### config.mk
export PLATFORM = sky130hd
export DESIGN_NAME = irq_agg
export DESIGN_NICKNAME = d
export VERILOG_FILES = /design/src/rtl/irq_agg_pkg.sv /design/src/rtl/irq_agg_dec.sv /design/src/rtl/irq_agg_bank.sv /design/src/rtl/irq_agg_rdmux.sv /design/src/rtl/irq_agg.sv
export SDC_FILE = /design/constraint.sdc
export NUM_CORES = 1
export LEC_CHECK = 0
export ABC_CLOCK_PERIOD_IN_PS = 3740
export BUFFER_PORTS_ARGS = -buffer_cell sky130_fd_sc_hd__buf_2
export CAP_MARGIN = 20
export CORE_UTILIZATION = 35
export DETAILED_ROUTE_END_ITERATION = 8
export PLACE_DENSITY_LB_ADDON = 0.12
export SKIP_CTS_REPAIR_TIMING = 1
export SLEW_MARGIN = 5
export SYNTH_ARGS = -nofsm -noshare
export SYNTH_HDL_FRONTEND = slang
export SYNTH_SLANG_ARGS = --single-unit
### constraint.sdc
create_clock -name clk -period 3.74 [get_ports clk]
set_input_delay 0.748 -clock clk [delete_from_list [all_inputs] [get_ports clk]]
set_output_delay 0.748 -clock clk [all_outputs]
set_load 0.01 [all_outputs]
### src/rtl/irq_agg_pkg.sv
package irq_agg_pkg;
  localparam int CH_PER_REG = 8;
  localparam int FIELD_W    = 4;
  localparam int REG_W      = CH_PER_REG * FIELD_W;
  localparam int EV_USED    = 3;
  localparam logic [7:0] OFF_STATUS = 8'h30;

  typedef struct packed {
    logic en_we;
    logic pd_we;
  } bank_wr_t;

  function automatic logic [7:0] en_off(input int b);
    return 8'(4 * b);
  endfunction

  function automatic logic [7:0] pd_off(input int b);
    return 8'(16 + 4 * b);
  endfunction

  function automatic logic [REG_W-1:0] live_mask();
    logic [REG_W-1:0] m;
    m = '0;
    for (int c = 0; c < CH_PER_REG; c++)
      for (int k = 0; k < EV_USED; k++)
        m[c*FIELD_W + k] = 1'b1;
    return m;
  endfunction
endpackage

### src/rtl/irq_agg_dec.sv
module irq_agg_dec
  import irq_agg_pkg::*;
#(
  parameter int NBANK  = 2,
  parameter int ADDR_W = 8
) (
  input  logic                  reg_we,
  input  logic [ADDR_W-1:0]     reg_addr,
  output bank_wr_t [NBANK-1:0]  wr
);
  for (genvar b = 0; b < NBANK; b++) begin : g_dec
    always_comb begin
      wr[b].en_we = reg_we && (reg_addr == ADDR_W'(en_off(b)));
      wr[b].pd_we = reg_we && (reg_addr == ADDR_W'(pd_off(b)));
    end
  end
endmodule

### src/rtl/irq_agg_bank.sv
module irq_agg_bank
  import irq_agg_pkg::*;
(
  input  logic             clk,
  input  logic             rst_n,
  input  logic [REG_W-1:0] ev,
  input  logic             en_we,
  input  logic             pd_we,
  input  logic [31:0]      wdata,
  output logic [REG_W-1:0] en_q,
  output logic [REG_W-1:0] pd_q,
  output logic             irq
);
  localparam logic [REG_W-1:0] LIVE = live_mask();

  logic [REG_W-1:0] en_d, pd_d, pd_set, pd_clr;
  logic             en_ce, pd_ce;

  always_comb begin
    en_ce  = en_we;
    en_d   = wdata[REG_W-1:0] & LIVE;
    pd_set = ev & en_q & LIVE;
    pd_clr = pd_we ? wdata[REG_W-1:0] : '0;
    pd_d   = (pd_q & ~pd_clr) | pd_set;
    pd_ce  = pd_we | (|pd_set);
  end

  always_ff @(posedge clk or negedge rst_n) begin
    if (!rst_n) begin
      en_q <= '0;
      pd_q <= '0;
    end else begin
      if (en_ce) en_q <= en_d;
      if (pd_ce) pd_q <= pd_d;
    end
  end

  assign irq = |(pd_q & en_q);
endmodule

### src/rtl/irq_agg_rdmux.sv
module irq_agg_rdmux
  import irq_agg_pkg::*;
#(
  parameter int NUM_CH = 16,
  parameter int NBANK  = 2,
  parameter int ADDR_W = 8
) (
  input  logic [ADDR_W-1:0]      reg_addr,
  input  logic [NBANK*REG_W-1:0] en_flat,
  input  logic [NBANK*REG_W-1:0] pd_flat,
  input  logic [NUM_CH-1:0]      ch_busy,
  output logic [31:0]            reg_rdata
);
  logic [2*REG_W-1:0] en_pad, pd_pad;

  assign en_pad = (2*REG_W)'(en_flat);
  assign pd_pad = (2*REG_W)'(pd_flat);

  always_comb begin
    reg_rdata = '0;
    if (reg_addr == ADDR_W'(en_off(0)))      reg_rdata = en_pad[REG_W-1:0];
    else if (reg_addr == ADDR_W'(en_off(1))) reg_rdata = en_pad[2*REG_W-1:REG_W];
    else if (reg_addr == ADDR_W'(pd_off(0))) reg_rdata = pd_pad[REG_W-1:0];
    else if (reg_addr == ADDR_W'(pd_off(1))) reg_rdata = pd_pad[2*REG_W-1:REG_W];
    else if (reg_addr == ADDR_W'(OFF_STATUS)) reg_rdata = 32'(ch_busy);
  end
endmodule

### src/rtl/irq_agg.sv
module irq_agg
  import irq_agg_pkg::*;
#(
  parameter int NUM_CH = 16,
  parameter int ADDR_W = 8
) (
  input  logic              clk,
  input  logic              rst_n,
  input  logic [NUM_CH-1:0] ev_half,
  input  logic [NUM_CH-1:0] ev_pkt,
  input  logic [NUM_CH-1:0] ev_queue,
  input  logic [NUM_CH-1:0] ch_busy,
  input  logic              reg_we,
  input  logic [ADDR_W-1:0] reg_addr,
  input  logic [31:0]       reg_wdata,
  output logic [31:0]       reg_rdata,
  output logic              irq
);
  localparam int NBANK  = NUM_CH / CH_PER_REG;
  localparam int FLAT_W = NBANK * REG_W;

  logic [1:0]           rst_pipe;
  logic                 rst_n_sync;
  logic [FLAT_W-1:0]    ev_flat, en_flat, pd_flat;
  logic [NBANK-1:0]     bank_irq;
  bank_wr_t [NBANK-1:0] wr;

  always_ff @(posedge clk or negedge rst_n) begin
    if (!rst_n) rst_pipe <= 2'b00;
    else        rst_pipe <= {rst_pipe[0], 1'b1};
  end
  assign rst_n_sync = rst_pipe[1];

  for (genvar c = 0; c < NUM_CH; c++) begin : g_pack
    assign ev_flat[c*FIELD_W +: FIELD_W] = {1'b0, ev_queue[c], ev_pkt[c], ev_half[c]};
  end

  irq_agg_dec #(.NBANK(NBANK), .ADDR_W(ADDR_W)) u_dec (
    .reg_we  (reg_we),
    .reg_addr(reg_addr),
    .wr      (wr)
  );

  for (genvar b = 0; b < NBANK; b++) begin : g_bank
    irq_agg_bank u_bank (
      .clk  (clk),
      .rst_n(rst_n_sync),
      .ev   (ev_flat[b*REG_W +: REG_W]),
      .en_we(wr[b].en_we),
      .pd_we(wr[b].pd_we),
      .wdata(reg_wdata),
      .en_q (en_flat[b*REG_W +: REG_W]),
      .pd_q (pd_flat[b*REG_W +: REG_W]),
      .irq  (bank_irq[b])
    );
  end

  irq_agg_rdmux #(.NUM_CH(NUM_CH), .NBANK(NBANK), .ADDR_W(ADDR_W)) u_rd (
    .reg_addr (reg_addr),
    .en_flat  (en_flat),
    .pd_flat  (pd_flat),
    .ch_busy  (ch_busy),
    .reg_rdata(reg_rdata)
  );

  assign irq = |bank_irq;
endmodule

==> results of run 1 <==
-- power breakdown --
group          switching [mW]  internal (mW)  leakage, nW  total (mW)
logic                   0.203          0.309         1.64       0.512
clock network           0.557           1.20        0.315        1.76
registers               0.244           1.46         1.48        1.70
total                    1.00           2.96         3.43        3.97
-- metrics by stage --
step                      cell area, sq um  power (mW)
after floorplan                       5543       1.970
after global placement                6511       2.211
after detailed placement              6511       2.220
after CTS                             7159       3.992
after global routing                  7162       4.142
final                                 7162       3.968
-- layout make-up --
class,instances,share of cell area
diodes,1,0.0003494
clock buffers,23,0.06953
clock inverters,9,0.02096
inverters,2,0.001048
multi-input cells,330,0.3574
flip-flops and latches,114,0.3988
well taps,211,0.03686
repair buffers,156,0.1150
-- logic make-up after synthesis --
logic type,share of synthesized area
and+or+nand+nor,0.08962
buffers and inverters,0.02348
DFF,0.5147
AOI/OAI and AO/OA,0.2167
other,0.0006766
muxes,0.1549
-- routing by layer --
| metal | vias to the layer above | routed length, um |
|---|---|---|
| li1 | 2126 | - |
| met4 | 0 | 313 |
| met1 | 2330 | 8034 |
| met2 | 172 | 7943 |
| met3 | 25 | 1218 |
| met5 | - | 0 |
-- critical path, stage by stage --
cell	delay (ns)
buf_2	0.13
nor3_1	0.18
buf_4	0.18
and3_1	0.58
o21ai_0	0.22
o22ai_1	0.27
buf_2	0.18
-- placed cells by master, fill, tap and decap left out, types with 17 or more instances in the layout --
cell type  Yosys  routed
o21ai_0       20      20
buf_4          6      17
dfrtp_1      114     113
a22o_1        58      58
mux2_2        58      58
nand2_1       55      55
o22ai_1       24      24
clkbuf_16      0      17
buf_2          8     139
-- worst min path at each step --
stage                   to  depth (start not counted)
2_1_floorplan  rst_pipe[1]                          0
3_3_place_gp   rst_pipe[1]                          0
3_5_place_dp   rst_pipe[1]                          0
4_1_cts        rst_pipe[1]                          1
5_1_grt        rst_pipe[1]                          1
6_report       rst_pipe[0]                          1
-- state kept, by name (all words and copies together), names as in the netlist --
name / cells
g_bank.u_bank.en_q: 48
g_bank.u_bank.pd_q: 64
rst_pipe: 2
==> metrics.md, run 1 <==
| Metric | Value |
|---|---|
| Via/cell ratio | `5.500` |
| Full die area | `0.01634 sq mm` |
| F_max | `0.3082 GHz` |
| Final worst slack | `0.4957 ns` |
| Input/output buffers | `139` |
| Period utilisation layout | `0.8675` |
| Setup crit end | `reg_rdata[5]` |
| Largest net degree at the start of global routing | `68` |
| Register bit count reported by yosys | `114` |
| Post-synth cell types | `34` |
| FILL cells | `1478` |
| Top FF cell, synth | `dfrtp_1` |
| Pwr dens | `554.1 mW/mm^2` |
| Core Region | `0.01531 sq mm` |
| Final hold slack | `0.1079 ns` |
| Core Util, Final | `0.4676` |
| GP Congestion | `0.8078` |
| Vias | `4653` |
| WL per Instance | `20.70 um` |
| Total Routing Usage GR | `0.2270` |
| Fraction of layout cells with a size suffix above 1 | `0.4038` |
| Synth-to-Final Area Change | `29.21%` |
| Worst-Skew Late Latency | `0.41 ns` |
| Reg clk slew, reported paths | `0.05 ns` |
| Clk buf depth | `2` |
| VDD IR-drop max | `0.3728 mV` |
| Initial antenna violation count | `1` |
| R2R depth | `1` |
| Sink Count | `114` |
| Place WS | `0.5219 ns` |
| Die Height | `127.8 um` |
| Die W | `127.8 um` |
| Run status | `completed` |
| Worst-margin pin slew | `1.093 ns` |
| CTS tree | `done` |
| Asr flop ratio synth | `1.000` |
| Register area share after synthesis | `0.5147` |
| H-tree depth | `4` |
| Area leader, netlist | `dfrtp_1` |
| Final Routed Wirelength | `17510 um` |
| Setup crit start kind | `primary input` |
| Count of final hold-check violations | `0` |
| Most numerous cell in the Yosys netlist | `dfrtp_1` |
| Crit end category | `output port` |
| Dpl cells | `813` |
| Synth Warn # | `0` |
| Synth area leaders | `dfrtp_1, mux2_2, a22o_1, nand2_1, mux2i_1` |
| Minimum clock period | `3.244 ns` |
| First-pass GRT wire length | `27460 um` |
| Number of enable flip-flop cells after synthesis | `0` |
| Initial Util | `0.3619` |
| Crit path from | `reg_addr[3]` |
| Slew HR | `0.2680` |
| Setup TNS | `0 ns` |
| CP Max Fanout | `16` |
| CP Data Arrival Time | `2.50 ns` |
| Number of global-route vias before repair | `4766` |
| Detailed Routing Iterations Pass 1 | `5` |
| Syn_nets | `577` |
| Pleak | `3.434 nW` |
| Boundary pin count | `140` |
| Post-Layout Cell Count | `846` |
| MaxCap Viol Count | `0` |
| Multi-input gate area | `0.002560 sq mm` |
| Netlist Area Pre-Place | `0.005543 sq mm` |
| Worst r2r src | `rst_pipe[1]` |
| Setup Viol. Count Final | `0` |
| Reg2reg end | `g_bank[0].u_bank.en_q[22]` |
| Final Max Tran Viols | `0` |
| Clock skew | `0.007444 ns` |
| Worst reg2reg setup slack | `2.39 ns` |
| Antenna-violating nets left | `0` |
| Reg area | `0.002856 sq mm` |
| Nets@finish | `728` |
| Post-synth top cells | `dfrtp_1, a22o_1, mux2_2` |
| Inserted Clock Buffers | `17` |
| Initial DRC count | `289` |
| GR peak layer | `met2` |
| Site row count | `45` |
| Clock Root Buffer | `clkbuf_16` |
| DRC | `0` |
| RSZ-0062 raised after global routing | `no` |
| Crit path required time | `2.99 ns` |
| GRT overflow | `0` |
| M1 GR Usage | `0.3173` |
| Area share of the largest cell type after synthesis | `0.5147` |
| Crit Path Class | `primary input to output port` |
| M2 GR Usage | `0.3411` |
| Mean Syn Cell Area | `11.79 sq um` |
| HPWL Detailed | `12140 um` |
| Synthesized instance count | `470` |
| Routing usage on met3 | `0.05134` |
| HP Class | `primary input to asynchronous set/reset pin` |
No activity file was read; power rests on OpenSTA's default activity.
==> inputs of run 2 (changes only) <==
ABC_CLOCK_PERIOD_IN_PS = 3000   (was 3740)
clock period = 3 ns   (was 3.74 ns; I/O delays follow)
==> metrics.md, run 2 (synthesized netlist as in run 1, its figures left out) <==
| Metric | Value |
|---|---|
| Minimum clock period | `2.940 ns` |
| Pwr dens | `675.4 mW/mm^2` |
| Period utilisation layout | `0.9799` |
| Worst min-delay path startpoint | `rst_pipe[0]` |
| Antenna-violating nets left | `0` |
| Highest-count cells in the layout ignoring fill and taps | `buf_2, dfrtp_1, mux2_2, a22o_1, nand2_1` |
| Total Routing Usage GR | `0.2278` |
| CP Data Arrival Time | `2.34 ns` |
| Die Height | `127.8 um` |
| Worst r2r src | `rst_pipe[1]` |
| Max reg flops | `64` |
| Placed Area | `0.006579 sq mm` |
| Synth-to-Final Area Change | `29.89%` |
| Pleak | `3.449 nW` |
| Clk buf depth | `2` |
| CTS tree | `done` |
| Boundary pin count | `140` |
| Final Routed Wirelength | `17560 um` |
| Clock skew | `0.006717 ns` |
| Initial DRC count | `266` |
| Core Region | `0.01531 sq mm` |
| Slew HR | `0.5087` |
| Sink Count | `114` |
| Count of final hold-check violations | `0` |
| Site row count | `45` |
| Clock Root Buffer | `clkbuf_16` |
| Total power draw | `4.863 mW` |
| Hold Path End | `rst_pipe[1]` |
| CP Max Fanout | `4` |
| R2R depth | `1` |
| First-pass GRT wire length | `27510 um` |
| Place WS | `0.2576 ns` |
| Nets@finish | `733` |
| Crit end category | `output port` |
| Setup Viol. Count Final | `0` |
| F_max | `0.3402 GHz` |
| Inserted Clock Buffers | `17` |
| Number of global-route vias before repair | `4813` |
| Fraction of layout cells with a size suffix above 1 | `0.4003` |
| DRC | `0` |
| Worst-margin pin slew | `0.7370 ns` |
| Vias | `4656` |
| Min-Delay Path Depth | `0` |
| GP Congestion | `0.8297` |
| Final worst slack | `0.06024 ns` |
| Setup crit start kind | `flop` |
| Input/output buffers | `139` |
| WL per Instance | `20.68 um` |
| Via/cell ratio | `5.484` |
| Reg clk slew, reported paths | `0.05 ns` |
| Crit path required time | `2.40 ns` |
| H-tree depth | `4` |
| HPWL Detailed | `12430 um` |
| Commonest non-fill, non-tap cell in the layout | `buf_2` |
| Initial antenna violation count | `2` |
| Final hold slack | `0.3508 ns` |
| Final Max Tran Viols | `0` |
| Biggest regs | `g_bank.u_bank.pd_q x64, g_bank.u_bank.en_q x48, rst_pipe x2` |
| Worst-Skew Late Latency | `0.41 ns` |
| Worst reg2reg setup slack | `1.78 ns` |
| VDD IR-drop max | `0.3713 mV` |
| Register with the most flip-flops | `g_bank.u_bank.pd_q` |
| MaxCap Viol Count | `0` |
| Setup TNS | `0 ns` |
| Full die area | `0.01634 sq mm` |
| Crit Path Class | `flop to output port` |
| Die W | `127.8 um` |
| GRT overflow | `0` |
| Final Instance Area | `0.007199 sq mm` |
| Detailed Routing Iterations Pass 1 | `4` |
| Largest net degree at the start of global routing | `53` |
| RSZ-0062 raised after global routing | `no` |
| Initial Util | `0.3619` |
| Run status | `completed` |
| Reg2reg end | `g_bank[0].u_bank.en_q[21]` |
| HP Class | `flop to flop` |
-- run 2: stage by stage --
| stage | cells | util |
|---|---|---|
| final | 849 | 0.4701 |
| after global routing | 849 | 0.4701 |
| after CTS | 847 | 0.4689 |
| after detailed placement | 817 | 0.4296 |
| after global placement | 817 | 0.4296 |
| after floorplan | 470 | - |
-- run 2: power by group --
group / switching (mW) / total, mW / internal (mW)
Clock: 0.678 / 2.10 / 1.42
Combinational: 0.264 / 0.654 / 0.391
Sequential: 0.295 / 2.11 / 1.82
-- run 2: worst max-delay path by stage --
stage                                         start             to  slack (ns)  depth (start not counted)
after global placement                  reg_addr[2]   reg_rdata[5]        0.27                          7
after CTS                 g_bank[0].u_bank.en_q[13]            irq        0.06                          5
after floorplan                         reg_addr[3]  reg_rdata[10]        0.58                          5
final                      g_bank[1].u_bank.en_q[4]            irq        0.06                          5
after global routing       g_bank[1].u_bank.en_q[4]            irq        0.03                          5
after detailed placement                reg_addr[2]   reg_rdata[5]        0.26                          7
-- run 2: cell type report --
type                    count  area (sq um)
diodes                      1         2.502
clock inverters             6         130.1
well taps                 211         264.0
multi-input cells         330          2566
fillers                  1479          8115
inverters                   2         7.507
clock buffers              24         471.7
flip-flops and latches    114          2856
repair buffers            161         900.9
-- run 2: worst max-delay path, cell delays in order (launching register included) --
cell and delay (ns):
dfrtp_1 0.43, a22o_1 0.25, a221oi_1 0.36, nand4_1 0.12
or4_1 0.59, buf_2 0.17
-- run 2: metal layers --
| layer | vias to the layer above | routed length, um | track usage |
|---|---|---|---|
| li1 | 2127 | - | - |
| met1 | 2338 | 8134 | 0.3212 |
| met2 | 176 | 8017 | 0.3465 |
| met3 | 15 | 1220 | 0.05760 |
| met4 | 0 | 183 | 0.06436 |
| met5 | - | 0 | 0 |
==> inputs of run 3 (changes only) <==
--- a/config.mk
+++ b/config.mk
@@ -12,4 +12,5 @@
 export DETAILED_ROUTE_END_ITERATION = 8
 export PLACE_DENSITY_LB_ADDON = 0.12
+export SETUP_SLACK_MARGIN = 0.2
 export SKIP_CTS_REPAIR_TIMING = 1
 export SLEW_MARGIN = 5
==> constraint.sdc (replaced) <==
create_clock -name clk -period 3 [get_ports clk]
set_input_delay 0.3 -clock clk [delete_from_list [all_inputs] [get_ports clk]]
set_output_delay 0.3 -clock clk [all_outputs]
set_load 0.01 [all_outputs]
==> metrics.md, run 3 (synthesized netlist as in run 1, its figures left out) <==
| Metric | Value |
|---|---|
| Total power draw | `4.832 mW` |
| Number of global-route vias before repair | `4598` |
| Cell-internal power | `3.568 mW` |
| Die Height | `127.8 um` |
| Nets@finish | `729` |
| Register with the most flip-flops | `g_bank.u_bank.pd_q` |
| Total Routing Usage GR | `0.2254` |
| Reg2reg end | `g_bank[1].u_bank.pd_q[13]` |
| Placed Area | `0.006549 sq mm` |
| Clk buf depth | `2` |
| Final hold slack | `0.07605 ns` |
| CTS tree | `done` |
| GP Congestion | `0.8560` |
| Detailed Routing Iterations Pass 1 | `4` |
| Inserted Clock Buffers | `17` |
| Core Region | `0.01531 sq mm` |
| Highest-count cells in the layout ignoring fill and taps | `buf_2, dfrtp_1, mux2_2, a22o_1, nand2_1` |
| Count of final hold-check violations | `0` |
| DRC | `0` |
| Site row count | `45` |
| Clock Root Buffer | `clkbuf_16` |
| Reg clk slew, reported paths | `0.06 ns` |
| HPWL Detailed | `12510 um` |
| R2R depth | `1` |
| H-tree depth | `4` |
| Setup crit start kind | `flop` |
| Boundary pin count | `140` |
| Input/output buffers | `139` |
| Core Util, Final | `0.4680` |
| Setup crit end | `irq` |
| Initial DRC count | `321` |
| Period utilisation layout | `0.8657` |
| Initial antenna violation count | `2` |
| Critical path's slowest cell | `or4_1` |
| CP delay by family, top | `simple AND/OR/NAND/NOR gates` |
| Sw Share | `0.2617` |
| VDD IR-drop max | `0.4066 mV` |
| Minimum clock period | `2.597 ns` |
| Commonest non-fill, non-tap cell in the layout | `buf_2` |
| Setup Viol. Count Final | `0` |
| Full die area | `0.01634 sq mm` |
| Via/cell ratio | `5.457` |
| Initial Util | `0.3619` |
| Largest net degree at the start of global routing | `42` |
| Final Instance Area | `0.007167 sq mm` |
| Critical path buffers and inverters | `1` |
| Critical Path Max Stage Delay | `0.60 ns` |
| Worst-Skew Late Latency | `0.41 ns` |
| Sink Count | `114` |
| Crit end category | `output port` |
| Worst reg2reg setup slack | `2.01 ns` |
| Place WS | `0.5477 ns` |
| Pleak | `3.437 nW` |
| CP Max Fanout | `4` |
| Slew HR | `0.2559` |
| Setup TNS | `0 ns` |
| Clock skew | `0.006534 ns` |
| First-pass GRT wire length | `27020 um` |
| F_max | `0.3850 GHz` |
| Worst path cell trace | `a22o_1 -> a221oi_1 -> nand4_1 -> or4_1 -> buf_2` |
| Sequential share of power | `0.438` |
| Synth-to-Final Area Change | `29.30%` |
| WL per Instance | `20.77 um` |
| Die W | `127.8 um` |
| Worst r2r src | `rst_pipe[1]` |
| Final Routed Wirelength | `17590 um` |
| GRT overflow | `0` |
| RSZ-0062 raised after global routing | `no` |
| CP Data Arrival Time | `2.30 ns` |
| Final Max Tran Viols | `0` |
| CP Depth | `5` |
| Vias | `4622` |
| Clock power frac | `0.428` |
| Run status | `completed` |
| Crit Path Class | `flop to output port` |
| Worst-margin pin slew | `1.111 ns` |
| Final worst slack | `0.4028 ns` |
| Dpl cells | `813` |
| Antenna-violating nets left | `0` |
| Biggest regs | `g_bank.u_bank.pd_q x64, g_bank.u_bank.en_q x48, rst_pipe x2` |
| Post-Layout Cell Count | `847` |
| Crit path from | `g_bank[1].u_bank.en_q[20]` |
| Psw | `1.264 mW` |
| Max reg flops | `64` |
| Pwr dens | `674.3 mW/mm^2` |
| Comb pwr share | `0.134` |
| Crit path required time | `2.70 ns` |
| MaxCap Viol Count | `0` |
| Fraction of layout cells with a size suffix above 1 | `0.4016` |
| HP Class | `primary input to flop` |
## run 3: changes by cell type in the layout (fill, tap and decap cells not counted), sizes merged
| cell | before | now |
|---|---|---|
| buf | 160 | 156 |
| bufinv | 4 | 3 |
| clkbuf | 24 | 22 |
| clkinv | 2 | 6 |
| clkinvlp | 0 | 1 |
## run 3: worst min-delay path by stage
stage	from	to	slack [ns]	depth (start not counted)
3_5_place_dp	rst_n	rst_pipe[0]	0.09	1
3_3_place_gp	rst_n	rst_pipe[0]	0.09	1
2_1_floorplan	rst_n	rst_pipe[0]	0.004	0
6_report	reg_wdata[31]	g_bank[0].u_bank.pd_q[31]	0.08	2
5_1_grt	reg_wdata[31]	g_bank[0].u_bank.pd_q[31]	0.06	2
4_1_cts	rst_n	rst_pipe[1]	-0.36	1
## run 3: cell type report
type,count,area [sq um]
diodes,1,2.502
repair buffers,157,870.8
flip-flops and latches,114,2856
multi-input cells,330,2560
clock inverters,10,131.4
well taps,211,264.0
clock buffers,22,474.2
inverters,2,7.507
fillers,1491,8148
## run 3: routing by layer
| metal | global-route usage | vias to the layer above | share of wire |
|---|---|---|---|
| met1 | 0.3228 | 2341 | 0.48 |
| met5 | 0 | - | 0.00057 |
| met2 | 0.3389 | 151 | 0.46 |
| met4 | 0.04983 | 2 | 0.0064 |
| met3 | 0.06260 | 10 | 0.053 |
| li1 | - | 2118 | - |
## run 3: power groups by stage
stage,Sequential (mW),Combinational (mW),Clock [mW]
floorplan,2.02,0.436,0
global placement,2.14,0.631,0
detailed placement,2.13,0.647,0
CTS,2.11,0.654,2.10
global route,2.15,0.708,2.18
finish,2.11,0.649,2.07
